## config.mk

```make
export PLATFORM = sky130hd
export DESIGN_NAME = vamo_decoder
export DESIGN_NICKNAME = d
export VERILOG_FILES = /design/src/rtl/vamo_pkg.sv /design/src/rtl/vamo_field_split.sv /design/src/rtl/vamo_op_lookup.sv /design/src/rtl/vamo_legal_check.sv /design/src/rtl/vamo_decoder.sv
export SDC_FILE = /design/constraint.sdc
export NUM_CORES = 1
export LEC_CHECK = 0
export ABC_AREA = 1
export CAP_MARGIN = 5
export CORE_UTILIZATION = 28
export DETAILED_ROUTE_END_ITERATION = 7
export PLACE_DENSITY = 0.87
export SYNTH_ARGS = -nofsm -noshare
export SYNTH_HDL_FRONTEND = slang
export SYNTH_SLANG_ARGS = --single-unit
```

## constraint.sdc

```tcl
create_clock -name vclk -period 2.8
set_clock_uncertainty 0.15 [all_clocks]
set_input_delay 0.56 -clock vclk [all_inputs]
set_output_delay 0.56 -clock vclk [all_outputs]
set_load 0.05 [all_outputs]
```

## src/rtl/vamo_pkg.sv

```systemverilog
package vamo_pkg;
  localparam int unsigned ILEN   = 32;
  localparam int unsigned REG_AW = 5;
  localparam int unsigned OP_W   = 4;

  localparam logic [6:0] OPC_ATOMIC = 7'b0101111;
  localparam logic [2:0] WID_M32    = 3'b110;
  localparam logic [2:0] WID_M64    = 3'b111;

  typedef enum logic [OP_W-1:0] {
    VAMO_NONE = 4'd0,
    VAMO_SWAP = 4'd1,
    VAMO_ADD  = 4'd2,
    VAMO_XOR  = 4'd3,
    VAMO_AND  = 4'd4,
    VAMO_OR   = 4'd5,
    VAMO_MIN  = 4'd6,
    VAMO_MAX  = 4'd7,
    VAMO_MINU = 4'd8,
    VAMO_MAXU = 4'd9
  } vamo_op_e;

  typedef struct packed {
    logic [4:0]        funct5;
    logic              wd;
    logic              vm;
    logic [REG_AW-1:0] vs2;
    logic [REG_AW-1:0] rs1;
    logic [2:0]        width;
    logic [REG_AW-1:0] vd;
    logic [6:0]        opcode;
  } vamo_raw_t;
endpackage

```

## src/rtl/vamo_field_split.sv

```systemverilog
module vamo_field_split
  import vamo_pkg::*;
(
  input  logic [ILEN-1:0] instr_i,
  output vamo_raw_t       raw_o,
  output logic            opc_hit_o,
  output logic            wid_hit_o,
  output logic            wid64_o
);
  assign raw_o     = vamo_raw_t'(instr_i);
  assign opc_hit_o = (raw_o.opcode == OPC_ATOMIC);
  assign wid_hit_o = (raw_o.width == WID_M32) || (raw_o.width == WID_M64);
  assign wid64_o   = (raw_o.width == WID_M64);
endmodule

```

## src/rtl/vamo_op_lookup.sv

```systemverilog
module vamo_op_lookup
  import vamo_pkg::*;
(
  input  logic [4:0] funct5_i,
  output vamo_op_e   op_o,
  output logic       known_o
);
  always_comb begin
    unique case (funct5_i)
      5'b00001: op_o = VAMO_SWAP;
      5'b00000: op_o = VAMO_ADD;
      5'b00100: op_o = VAMO_XOR;
      5'b01100: op_o = VAMO_AND;
      5'b01000: op_o = VAMO_OR;
      5'b10000: op_o = VAMO_MIN;
      5'b10100: op_o = VAMO_MAX;
      5'b11000: op_o = VAMO_MINU;
      5'b11100: op_o = VAMO_MAXU;
      default:  op_o = VAMO_NONE;
    endcase
  end
  assign known_o = (op_o != VAMO_NONE);
endmodule

```

## src/rtl/vamo_legal_check.sv

```systemverilog
module vamo_legal_check
  import vamo_pkg::*;
#(
  parameter int unsigned SEW_W        = 2,
  parameter int unsigned MIN_SEW_BITS = 32,
  parameter int unsigned XLEN_LO      = 32,
  parameter int unsigned XLEN_HI      = 64
) (
  input  logic [SEW_W-1:0]  sew_i,
  input  logic              vill_i,
  input  logic              amo_en_i,
  input  logic              xlen64_i,
  input  logic              wid64_i,
  input  logic              wd_i,
  input  logic              vm_i,
  input  logic [REG_AW-1:0] vd_i,
  output logic              bad_o
);
  localparam int unsigned SEW_CODES = 1 << SEW_W;
  localparam int unsigned MEM_LO    = 32;
  localparam int unsigned MEM_HI    = 64;

  // per-code legality masks, one per (XLEN, memory size) pairing
  logic [SEW_CODES-1:0] ok_x32_m32, ok_x64_m32, ok_x64_m64;

  for (genvar k = 0; k < SEW_CODES; k++) begin : g_sew
    localparam int unsigned SB = 8 << k;
    assign ok_x32_m32[k] = (SB >= MIN_SEW_BITS) && (SB <= XLEN_LO) && (SB >= MEM_LO);
    assign ok_x64_m32[k] = (SB >= MIN_SEW_BITS) && (SB <= XLEN_HI) && (SB >= MEM_LO);
    assign ok_x64_m64[k] = (SB >= MIN_SEW_BITS) && (SB <= XLEN_HI) && (SB >= MEM_HI);
  end

  logic cfg_bad, sew_ok, overlap;

  assign cfg_bad = vill_i || !amo_en_i;
  assign overlap = wd_i && !vm_i && (vd_i == '0);

  always_comb begin
    unique case ({xlen64_i, wid64_i})
      2'b00:   sew_ok = ok_x32_m32[sew_i];
      2'b10:   sew_ok = ok_x64_m32[sew_i];
      2'b11:   sew_ok = ok_x64_m64[sew_i];
      default: sew_ok = 1'b0; // 64-bit memory on a 32-bit core
    endcase
  end

  assign bad_o = cfg_bad || !sew_ok || overlap;
endmodule

```

## src/rtl/vamo_decoder.sv

```systemverilog
module vamo_decoder
  import vamo_pkg::*;
#(
  parameter int unsigned SEW_W = 2
) (
  input  logic              valid_i,
  input  logic [ILEN-1:0]   instr_i,
  input  logic [SEW_W-1:0]  sew_i,
  input  logic              vill_i,
  input  logic              amo_en_i,
  input  logic              xlen64_i,
  output logic              is_vamo_o,
  output logic              legal_o,
  output logic              illegal_o,
  output logic [OP_W-1:0]   op_o,
  output logic [1:0]        mem_size_o,
  output logic [REG_AW-1:0] vd_o,
  output logic [REG_AW-1:0] rs1_o,
  output logic [REG_AW-1:0] vs2_o,
  output logic              wd_o,
  output logic              vm_o
);
  vamo_raw_t raw;
  logic      opc_hit, wid_hit, wid64, known, bad, hit;
  vamo_op_e  op;

  vamo_field_split u_split (
    .instr_i   (instr_i),
    .raw_o     (raw),
    .opc_hit_o (opc_hit),
    .wid_hit_o (wid_hit),
    .wid64_o   (wid64)
  );

  vamo_op_lookup u_op (
    .funct5_i (raw.funct5),
    .op_o     (op),
    .known_o  (known)
  );

  vamo_legal_check #(.SEW_W(SEW_W)) u_chk (
    .sew_i    (sew_i),
    .vill_i   (vill_i),
    .amo_en_i (amo_en_i),
    .xlen64_i (xlen64_i),
    .wid64_i  (wid64),
    .wd_i     (raw.wd),
    .vm_i     (raw.vm),
    .vd_i     (raw.vd),
    .bad_o    (bad)
  );

  assign hit = valid_i && opc_hit && wid_hit && known;

  // descriptor is zeroed on a miss so downstream muxes see a clean bus
  always_comb begin
    is_vamo_o  = hit;
    legal_o    = hit && !bad;
    illegal_o  = hit && bad;
    op_o       = hit ? op : VAMO_NONE;
    mem_size_o = hit ? (wid64 ? 2'd3 : 2'd2) : 2'd0;
    vd_o       = hit ? raw.vd  : '0;
    rs1_o      = hit ? raw.rs1 : '0;
    vs2_o      = hit ? raw.vs2 : '0;
    wd_o       = hit && raw.wd;
    vm_o       = hit && raw.vm;
  end
endmodule

```

; ---- After elaboration in Yosys (flattened, before gate mapping)
; Memories as Yosys holds them, arrays and structs flattened.
; Cells that the tools add are included.
[totals]
wordCells = 40
memories = 1
romBits = 128
ff_bits = 0
output_inout_bits = 26
inputBits = 38
[memory_table]
columns = memory, words, word_bits, rd, rd_ports_with_merged_regs, wr, line_no
row1 = (no name shown), 32, 4, 1, 0, 0, vamo_op_lookup.sv:9  ; unique case (funct5_i)
[op_classes]
muxes = 13
eq_ne = 5
order_cmp = 1
n_reduce_logical = 20
[ops]
columns = operator, count
row1 = $mux W5, 3
row2 = $logic_and A1 B1 Y1, 9
row3 = $eq A7 B6 Y1 const B, 1
row4 = $bmux W1 S2, 3
row5 = $eq A3 B3 Y1 const B, 2
row6 = $logic_not A5 Y1, 1
row7 = $eq A2 B2 Y1 const B, 2
row8 = $logic_not A1 Y1, 4
row9 = $logic_or A1 B1 Y1, 4
row10 = $mux W1, 4
row11 = $mux W4, 1
row12 = $reduce_bool A4 Y1, 1
row13 = $lt A2 B3 Y1 const B, 1
row14 = $pmux W1 S3, 1
row15 = $logic_not A2 Y1, 1
row16 = $mux W2, 1

; ---- Longest topological paths before layout
; Gate-level depths: netlist of the first run.
[depth]
ltp_word = 8
depth_mapped = 9

; ---- Cells and area by module
; A second synthesis of the first run with hierarchy kept.
[hier_totals]
cells_unflattened = 137
area_unflattened_um2 = 835.8
[by_module_without_submodules]
columns = module, seq_area_each_um2, area_per_inst_um2, n_inst, cells_each
row1 = vamo_decoder, 0.0, 369.1, 1, 55
row2 = vamo_field_split, 0.0, 292.8, 1, 45
row3 = vamo_legal_check, 0.0, 91.3, 1, 20
row4 = vamo_op_lookup, 0.0, 82.6, 1, 17

; ---- Worst setup path before layout of the first run
; OpenSTA, ideal clock, no wires.
[synth_path]
kind = input-to-output
from = input valid_i
to = output op_o[1]
stages = 6
slack_ps = 401
arrival_time_ps = 1689
required_time_ps = 2090
cell_sequence = inv_1 -> nor2_1 -> nand3b_4 -> nor2_4 -> nand2_1 -> nor2_1
[synth_via]
elab_chain_len = 4
[synth_rtl]
columns = item, line_no
row1 = "start, declared", vamo_decoder.sv:6  ; input logic valid_i,
row2 = $logic_and A1 B1 Y1 (3 in a row), vamo_decoder.sv:53  ; assign hit = valid_i && opc_hit && wid_hit && known;
row3 = $mux W4, vamo_decoder.sv:60  ; op_o = hit ? op : VAMO_NONE;
row4 = "end, declared", vamo_decoder.sv:15  ; output logic [OP_W-1:0] op_o,
; Every way passes these cells.

; ---- Worst setup path after layout of the first run
[layout_path]
from = input instr_i[28]
to = output rs1_o[2]
[layout_via]
elab_chain_len = 4
[layout_rtl]
columns = item, line_no
row1 = "start, declared", vamo_decoder.sv:7  ; input logic [ILEN-1:0] instr_i,
row2 = $mem_v2 Z32 W4, -
row3 = $reduce_bool A4 Y1, vamo_op_lookup.sv:22  ; assign known_o = (op_o != VAMO_NONE);
row4 = $logic_and A1 B1 Y1, vamo_decoder.sv:53
row5 = $mux W5, vamo_decoder.sv:63  ; rs1_o = hit ? raw.rs1 : '0;
row6 = "end, declared", vamo_decoder.sv:18  ; output logic [REG_AW-1:0] rs1_o,
; Every way passes these cells.

==> impl_metrics.json, run 1 <==
{
  "hold_viol_final": 0,
  "p_leak_nw": 0.701,
  "yosysWarnings": 0,
  "final_nets": 200,
  "cpMaxStageDelayCell": "clkdlybuf4s50_1",
  "synth_fp_nets": 128,
  "n_clock_buffer": 0,
  "crit_top_cell": "nand2_2",
  "grt_overflow": 0,
  "maxSlewHeadroom_pct": 86.4,
  "synth_area_leaders": "nor2_2, inv_1, nor2_1",
  "worst_pin_slew_ps": 204,
  "die_area_mm2": 0.00189,
  "synth_top_area_share_pct": 22.0,
  "syn_area_per_cell_um2": 5.37,
  "antenna_left": 0,
  "layout.cells.non_filler": 176,
  "setup_violations": 0,
  "dr.pass1.iters": 6,
  "die_y_um": 43.5,
  "synth.most_common_cell": "inv_1",
  "grt.total_usage_pct": 25.6,
  "antenna_found_initial": 0,
  "seqCellArea_um2": 0,
  "finalSetupTns_ps": 0,
  "violations": "design-rule violations",
  "fill_cells": 56,
  "die_w_um": 43.5,
  "yosysTopAreaCell": "nor2_2",
  "critPathMaxFanout": 8,
  "syn_inst": 90,
  "drtIter0Drc": 32,
  "num_vias": 805,
  "ys_types": 15,
  "multi_input_area_um2": 363,
  "routed_wl_um": 2240,
  "crit_path_cell_trace": "clkdlybuf4s50_1 > nor2_4 > nand2_2 > nand2_1 > nand2_2 > nand2_2 > nand2_4 > buf_4 > nor2_2 > buf_12",
  "drc": 14,
  "via_per_inst": 4.57,
  "cpPeakStageDelay_ps": 460,
  "syn_area_um2": 483,
  "core-area_mm2": 0.00156,
  "startpoint_type": "input port",
  "holdBufCountCts": 0,
  "path_class": "input port to output port",
  "area_growth_pct": 201,
  "io_pins": 64,
  "status": "complete, but fails checks",
  "seq_cells": 0,
  "hold_path_class": "input port to output port",
  "finalCritPeriodShare_pct": 96.7,
  "critical_path_required_ps": 2090,
  "antenna_cells": 0,
  "grt_pass1_vias": 819,
  "maxSlewViolCount": 0,
  "ir_drop_mv": 0.0667,
  "layout-drive-gt1-share_pct": 40.0,
  "power_density_mw_per_mm2": 63.8,
  "dp.final_hpwl_um": 2050,
  "initial_utilization_pct": 31.0,
  "wire_per_inst_um": 12.7,
  "critPathCaptureType": "output port",
  "num_rows": 14,
  "maxCapViolCount": 0,
  "synth_seq_area_share_pct": 0,
  "grt_setup_unrepaired": "no",
  "grt_first_pass_wirelength_um": 3690,
  "finalWeightedCongestion": 0.710,
  "arrival_ps": 2000,
  "fmax_ghz": 0.369,
  "whs_ps": 1460,
  "dp_cells": 176,
  "post-route-min-period_ps": 2710,
  "grt_max_degree": 9,
  "synth_commonest_cells": "inv_1, nor2_2, nor2_1",
  "io_buffers": 64
}
## placed cells by master (no fill, tap or decap), drive strengths merged
cell and count:
nor2 36, nand4 3, inv 26, clkdlybuf4s50 37, buf 35, nand3 5
xnor2 1, nand2 14, dlymetal6s2s 1, nand3b 2
## routing by layer
| layer | share of wire, % | global-route usage (%) | vias up |
|---|---|---|---|
| li1 | - | - | 399 |
| met3 | 6.7 | 3.33 | 4 |
| met2 | 55 | 51.2 | 39 |
| met5 | 0 | 0 | - |
| met1 | 37 | 28.2 | 363 |
| met4 | 1.3 | 5.00 | 0 |
## what timing repair did
item,in CTS,in global routing
endpoints found under the setup margin,0,18
resized for setup,0,3
setup buffers,0,0
## metrics by stage
| stage | area (µm²) | worst slack (ps) | util, % | power, mW |
|---|---|---|---|---|
| 5_1_grt | 1450 | 2.55 | 93.1 | 0.0999 |
| 3_5_place_dp | 1440 | 47.2 | 92.5 | 0.0913 |
| 2_1_floorplan | 483 | 401 | - | 0.0250 |
| 4_1_cts | 1440 | 48.5 | 92.5 | 0.0918 |
| 6_report | 1450 | 92.4 | 93.1 | 0.0926 |
| 3_3_place_gp | 1440 | 141 | 92.5 | 0.0864 |
## worst paths after layout
check / start / end / slack (ps) / depth (start not counted)
setup / recovery: instr_i[28] / rs1_o[2] / 90 / 10
hold / removal: instr_i[30] / op_o[3] / 1460 / 4
## cells by family after synthesis
| logic type | share of synthesized area (%) |
|---|---|
| simple gates | 71.8 |
| buf+inv | 26.4 |
| xor+xnor | 1.81 |
## report_power, final
| group | total [mW] | switching [mW] | internal (mW) | leakage, nW |
|---|---|---|---|---|
| Sequential | 0 | 0 | 0 | 0 |
| Clock | 0 | 0 | 0 | 0 |
| Combinational | 0.0926 | 0.0337 | 0.0589 | 0.701 |
| Total | 0.0926 | 0.0337 | 0.0589 | 0.701 |
## final cells by class
class | instances | area share (%)
tap | 16 | 1.38
multi-input combinational | 61 | 25.0
inverter | 26 | 6.72
timing repair buffer | 73 | 66.9
## critical path, delay by kind of cell
family        cells  cell delay [ps]
simple gates      7              640
buf+inv           3              790
(Power assumes the default switching activity.)
==> inputs of run 2 (changes only) <==
--- a/config.mk
+++ b/config.mk
@@ -6,10 +6,11 @@
 export NUM_CORES = 1
 export LEC_CHECK = 0
 export ABC_AREA = 1
-export CAP_MARGIN = 5
-export CORE_UTILIZATION = 28
+export CAP_MARGIN = 20
+export CORE_MARGIN = 3
+export CORE_UTILIZATION = 24
 export DETAILED_ROUTE_END_ITERATION = 7
-export PLACE_DENSITY = 0.87
+export PLACE_DENSITY = 0.79
 export SYNTH_ARGS = -nofsm -noshare
 export SYNTH_HDL_FRONTEND = slang
 export SYNTH_SLANG_ARGS = --single-unit
==> constraint.sdc (replaced) <==
create_clock -name vclk -period 2.3
set_clock_uncertainty 0.15 [all_clocks]
set_input_delay 0.46 -clock vclk [all_inputs]
set_output_delay 0.46 -clock vclk [all_outputs]
set_load 0.05 [all_outputs]
==> run 2 against run 1 <==
The run now ends clean. Via count up 9.6%. Core utilization shrank 4.6 points. Worst setup slack got worse by 34 ps. Combinational power rose by 33%. Global-route usage shrank 1.3 points. Sequential share of layout area unchanged. First-iteration DRC count shrank 81%. Cell count is 8.5% higher.
==> impl_metrics.json, run 2 (same netlist as run 1, synthesis figures left out) <==
{
  "critPathMaxFanout": 2,
  "arrival_ps": 1630,
  "crit_top_cell": "nor2_2",
  "io_pins": 64,
  "antenna_found_initial": 0,
  "wire_per_inst_um": 16.1,
  "die_y_um": 50.9,
  "fmax_ghz": 0.446,
  "seq_cells": 0,
  "grt_first_pass_wirelength_um": 4720,
  "antenna_cells": 0,
  "cpPeakStageDelay_ps": 470,
  "power.total_uw": 123,
  "crit_family": "buffers and inverters",
  "layout.cells.non_filler": 191,
  "dr.pass1.iters": 4,
  "final_nets": 206,
  "stdcell_area_mm2": 0.00161,
  "startpoint_type": "input port",
  "setup_violations": 0,
  "grt_overflow": 0,
  "worst_pin_slew_ps": 238,
  "hold_path_class": "input port to output port",
  "p_leak_nw": 0.749,
  "drtIter0Drc": 6,
  "initial_utilization_pct": 26.5,
  "status": "completed",
  "crit_path_cell_trace": "clkdlybuf4s50_1 > inv_2 > nor2_2 > nand2_1 > nor2_2 > nor2_2 > nor2_4 > buf_12",
  "antenna_left": 0,
  "num_vias": 882,
  "core-area_mm2": 0.00182,
  "hold_viol_final": 0,
  "via_per_inst": 4.62,
  "die_area_mm2": 0.00259,
  "maxSlewHeadroom_pct": 84.1,
  "seqCellArea_um2": 0,
  "num_rows": 15,
  "holdBufCountCts": 0,
  "drc": 0,
  "area_growth_pct": 233,
  "finalCritPeriodShare_pct": 97.5,
  "fill_cells": 86,
  "dr_wl_met3_um": 224,
  "n_clock_buffer": 0,
  "whs_ps": 1160,
  "critical_path_required_ps": 1690,
  "final_common_cell": "buf_12",
  "grt.total_usage_pct": 24.2,
  "post-route-min-period_ps": 2240,
  "routedLengthMet1_um": 975,
  "grt_pass1_vias": 963,
  "path_class": "input port to output port",
  "critPathCaptureType": "output port",
  "ir_drop_mv": 0.0774,
  "io_buffers": 64,
  "routed_wl_um": 3080,
  "cp_num_buf_inv": 3,
  "layout-drive-gt1-share_pct": 51.2,
  "maxCapViolCount": 0,
  "maxSlewViolCount": 0,
  "grt_setup_unrepaired": "no",
  "grt_max_degree": 8,
  "met2WireLength_um": 1750,
  "dp.final_hpwl_um": 2160,
  "layout_common_cells": "buf_12, clkdlybuf4s50_1, inv_1",
  "cpMaxStageDelayCell": "clkdlybuf4s50_1",
  "multi_input_area_um2": 468,
  "finalWeightedCongestion": 0.768,
  "place_area_mm2": 0.00147,
  "dp_cells": 187,
  "power_density_mw_per_mm2": 76.3,
  "die_w_um": 50.9,
  "highest_layer": "met4"
}
==> run 2: cell count changes in the layout (fill, tap and decap cells not counted), sizes merged <==
cell           before  now
clkdlybuf4s50      37   23
dlygate4sd2         0   12
buf                35   42
clkbuf              0    2
dlymetal6s2s        1    0
==> run 2: per-stage QoR <==
stage	TNS [ps]	setup slack, ps	utilization, %
floorplan	0	101	-
global placement	-3540	-166	80.6
detailed placement	-6280	-293	80.6
CTS	0	1.44	87.8
global route	0	2.28	88.5
finish	0	58.0	88.5
==> run 2: path summary, 6_finish.rpt <==
check,start,end,slack [ps],cells after the start
setup / recovery,instr_i[26],illegal_o,60,8
hold / removal,instr_i[30],op_o[1],1160,3
==> run 2: final cells by class <==
class,instances,area share [%]
inverter,26,6.06
tap,25,1.94
multi-input combinational,61,29.1
timing repair buffer,79,62.9
==> run 2: power by group <==
group,leakage (nW),switching (mW),internal [mW]
sequential,0,0,0
clock,0,0,0
combinational,0.749,0.0541,0.0688
total,0.749,0.0541,0.0688
==> run 2: timing repair <==
item,4_1_cts,5_1_grt
endpoints found under the setup margin,26,24
pin swaps,11,7
buffers inserted,3,1
gates resized for setup,47,14
==> run 2: tightest hold or removal path: stages <==
cell and delay [ps]:
buf_2 170, nor2_2 80, buf_12 140
==> run 2: layer usage <==
metal  global-route usage [%]  vias to the layer above
met1                     22.3                      410
met5                        0                        -
met3                     4.66                       12
met4                     8.97                        0
li1                         -                      408
met2                     50.9                       52
==> inputs of run 3 (changes only) <==
--- a/config.mk
+++ b/config.mk
@@ -10,7 +10,8 @@
 export CORE_MARGIN = 3
 export CORE_UTILIZATION = 24
 export DETAILED_ROUTE_END_ITERATION = 7
-export PLACE_DENSITY = 0.79
+export PLACE_DENSITY = 0.85
+export SETUP_SLACK_MARGIN = 0.15
 export SYNTH_ARGS = -nofsm -noshare
 export SYNTH_HDL_FRONTEND = slang
 export SYNTH_SLANG_ARGS = --single-unit
==> run 3 against run 2 <==
Die area is the same. Core utilization grew 3.2 points. Critical path depth shrank 2. Routed wire length grew 9.2%. First-iteration DRC count grew 130%. Maximum frequency grew 5.2%. Via count grew 4.3%. Total power grew 10%. Global-route usage shrank 0.61 points. Combinational power grew 11%. Design area grew 3.6%. Largest cell class unchanged. Largest power group unchanged.
==> impl_metrics.json, run 3 (same netlist as run 1, synthesis figures left out) <==
{
  "status": "completed",
  "io_buffers": 64,
  "power_density_mw_per_mm2": 81.3,
  "num_vias": 920,
  "finalWeightedCongestion": 0.706,
  "dr.pass1.iters": 4,
  "pre_cts_ws_ps": -303,
  "maxSlewHeadroom_pct": 87.9,
  "crit_family": "buffers and inverters",
  "cpMaxStageDelayCell": "clkdlybuf4s50_1",
  "fill_cells": 73,
  "antenna_found_initial": 0,
  "crit_path_cell_trace": "clkdlybuf4s50_1 > nand4_1 > nand2_1 > nor2_2 > nor2_4 > buf_12",
  "power.total_uw": 136,
  "worst_slack_ps": 169,
  "die_y_um": 50.9,
  "p_leak_nw": 0.793,
  "path_class": "input port to output port",
  "routed_wl_um": 3360,
  "holdBufCountCts": 0,
  "whs_ps": 1200,
  "hold_viol_final": 0,
  "grt_first_pass_wirelength_um": 4740,
  "final_common_cell": "buf_12",
  "drc": 0,
  "via_per_inst": 4.79,
  "setup_violations": 0,
  "grt_pass1_vias": 977,
  "critPathMaxFanout": 2,
  "fmax_ghz": 0.469,
  "internal_power_uw": 66.7,
  "arrival_ps": 1520,
  "finalCritPeriodShare_pct": 92.7,
  "hold_path_class": "input port to output port",
  "cp_num_buf_inv": 2,
  "area_growth_pct": 245,
  "num_rows": 15,
  "p_clk_share_pct": 0,
  "drtIter0Drc": 14,
  "grt_max_degree": 7,
  "startpoint_type": "input port",
  "pwr-share-comb_pct": 100.0,
  "grt_overflow": 0,
  "critical_path_required_ps": 1690,
  "grt.total_usage_pct": 23.6,
  "ir_drop_mv": 0.0792,
  "worst_pin_slew_ps": 180,
  "seq_cells": 0,
  "wire_per_inst_um": 17.5,
  "hold_depth": 4,
  "layout_common_cells": "buf_12, nor2_4, inv_1",
  "maxCapViolCount": 0,
  "die_w_um": 50.9,
  "p_sw_uw": 68.9,
  "n_clock_buffer": 0,
  "layout-drive-gt1-share_pct": 62.3,
  "io_pins": 64,
  "initial_utilization_pct": 26.5,
  "core-area_mm2": 0.00182,
  "critPathCaptureType": "output port",
  "cpPeakStageDelay_ps": 480,
  "maxSlewViolCount": 0,
  "dp.final_hpwl_um": 1830,
  "finalSetupTns_ps": 0,
  "antenna_left": 0,
  "die_area_mm2": 0.00259,
  "multi_input_area_um2": 588,
  "hp-start": "instr_i[7]",
  "grt_setup_unrepaired": "yes",
  "power_frac_seq_pct": 0,
  "hold_end": "vd_o[0]",
  "switching_share_pct": 50.8,
  "seqCellArea_um2": 0,
  "post-route-min-period_ps": 2130,
  "antenna_cells": 0,
  "final_nets": 207
}
==> run 3: changes by cell type in the layout (fill, tap and decap cells not counted), sizes merged <==
cell           before  now
clkdlybuf4s50      23   12
dlygate4sd2        12    6
buf                42   47
nand2              14   17
dlymetal6s2s        0    7
clkbuf              2    5
==> run 3: worst min-delay path, delay by kind of cell <==
family	cells	cell delay, ps
simple gates	1	50
buf+inv	3	380
==> run 3: worst max path at each step <==
stage | start | to | slack, ps | cells past startpoint
finish | instr_i[12] | illegal_o | 170 | 6
global placement | instr_i[28] | vd_o[4] | -230 | 9
floorplan | valid_i | op_o[1] | 100 | 6
CTS | instr_i[0] | illegal_o | 150 | 7
global route | instr_i[12] | illegal_o | 100 | 6
detailed placement | instr_i[28] | vd_o[1] | -300 | 9
==> run 3: repair_timing <==
| action | 4_1_cts | 5_1_grt |
|---|---|---|
| setup buffers | 4 | 1 |
| endpoints found under the setup margin | 26 | 26 |
| gates cloned | 3 | 0 |
| resized for setup | 84 | 22 |
| pin swaps | 20 | 15 |
==> run 3: per-layer routing <==
layer | global-route usage, % | part of all wire, %
met1 | 25.3 | 36
met2 | 45.9 | 53
met3 | 4.96 | 8.5
met4 | 6.73 | 2.8
met5 | 0 | 0
==> run 3: power groups by stage <==
| stage | sequential, mW | clock [mW] | combinational (mW) |
|---|---|---|---|
| floorplan | 0 | 0 | 0.0307 |
| global placement | 0 | 0 | 0.110 |
| detailed placement | 0 | 0 | 0.114 |
| CTS | 0 | 0 | 0.127 |
| global route | 0 | 0 | 0.145 |
| finish | 0 | 0 | 0.136 |
==> run 3: cell type report <==
cell class / instances / area share, %
multi-input cells: 64 / 35.3
inverters: 26 / 5.85
repair buffers: 77 / 57.0
well taps: 25 / 1.88
==> run 3: per-stage QoR <==
stage               area, µm²  util (%)  cells
CTS                      1650      90.5    191
global placement         1450      79.7    184
detailed placement       1450      79.7    184
finish                   1670      91.6    192
floorplan                 488         -     90
global route             1670      91.6    192
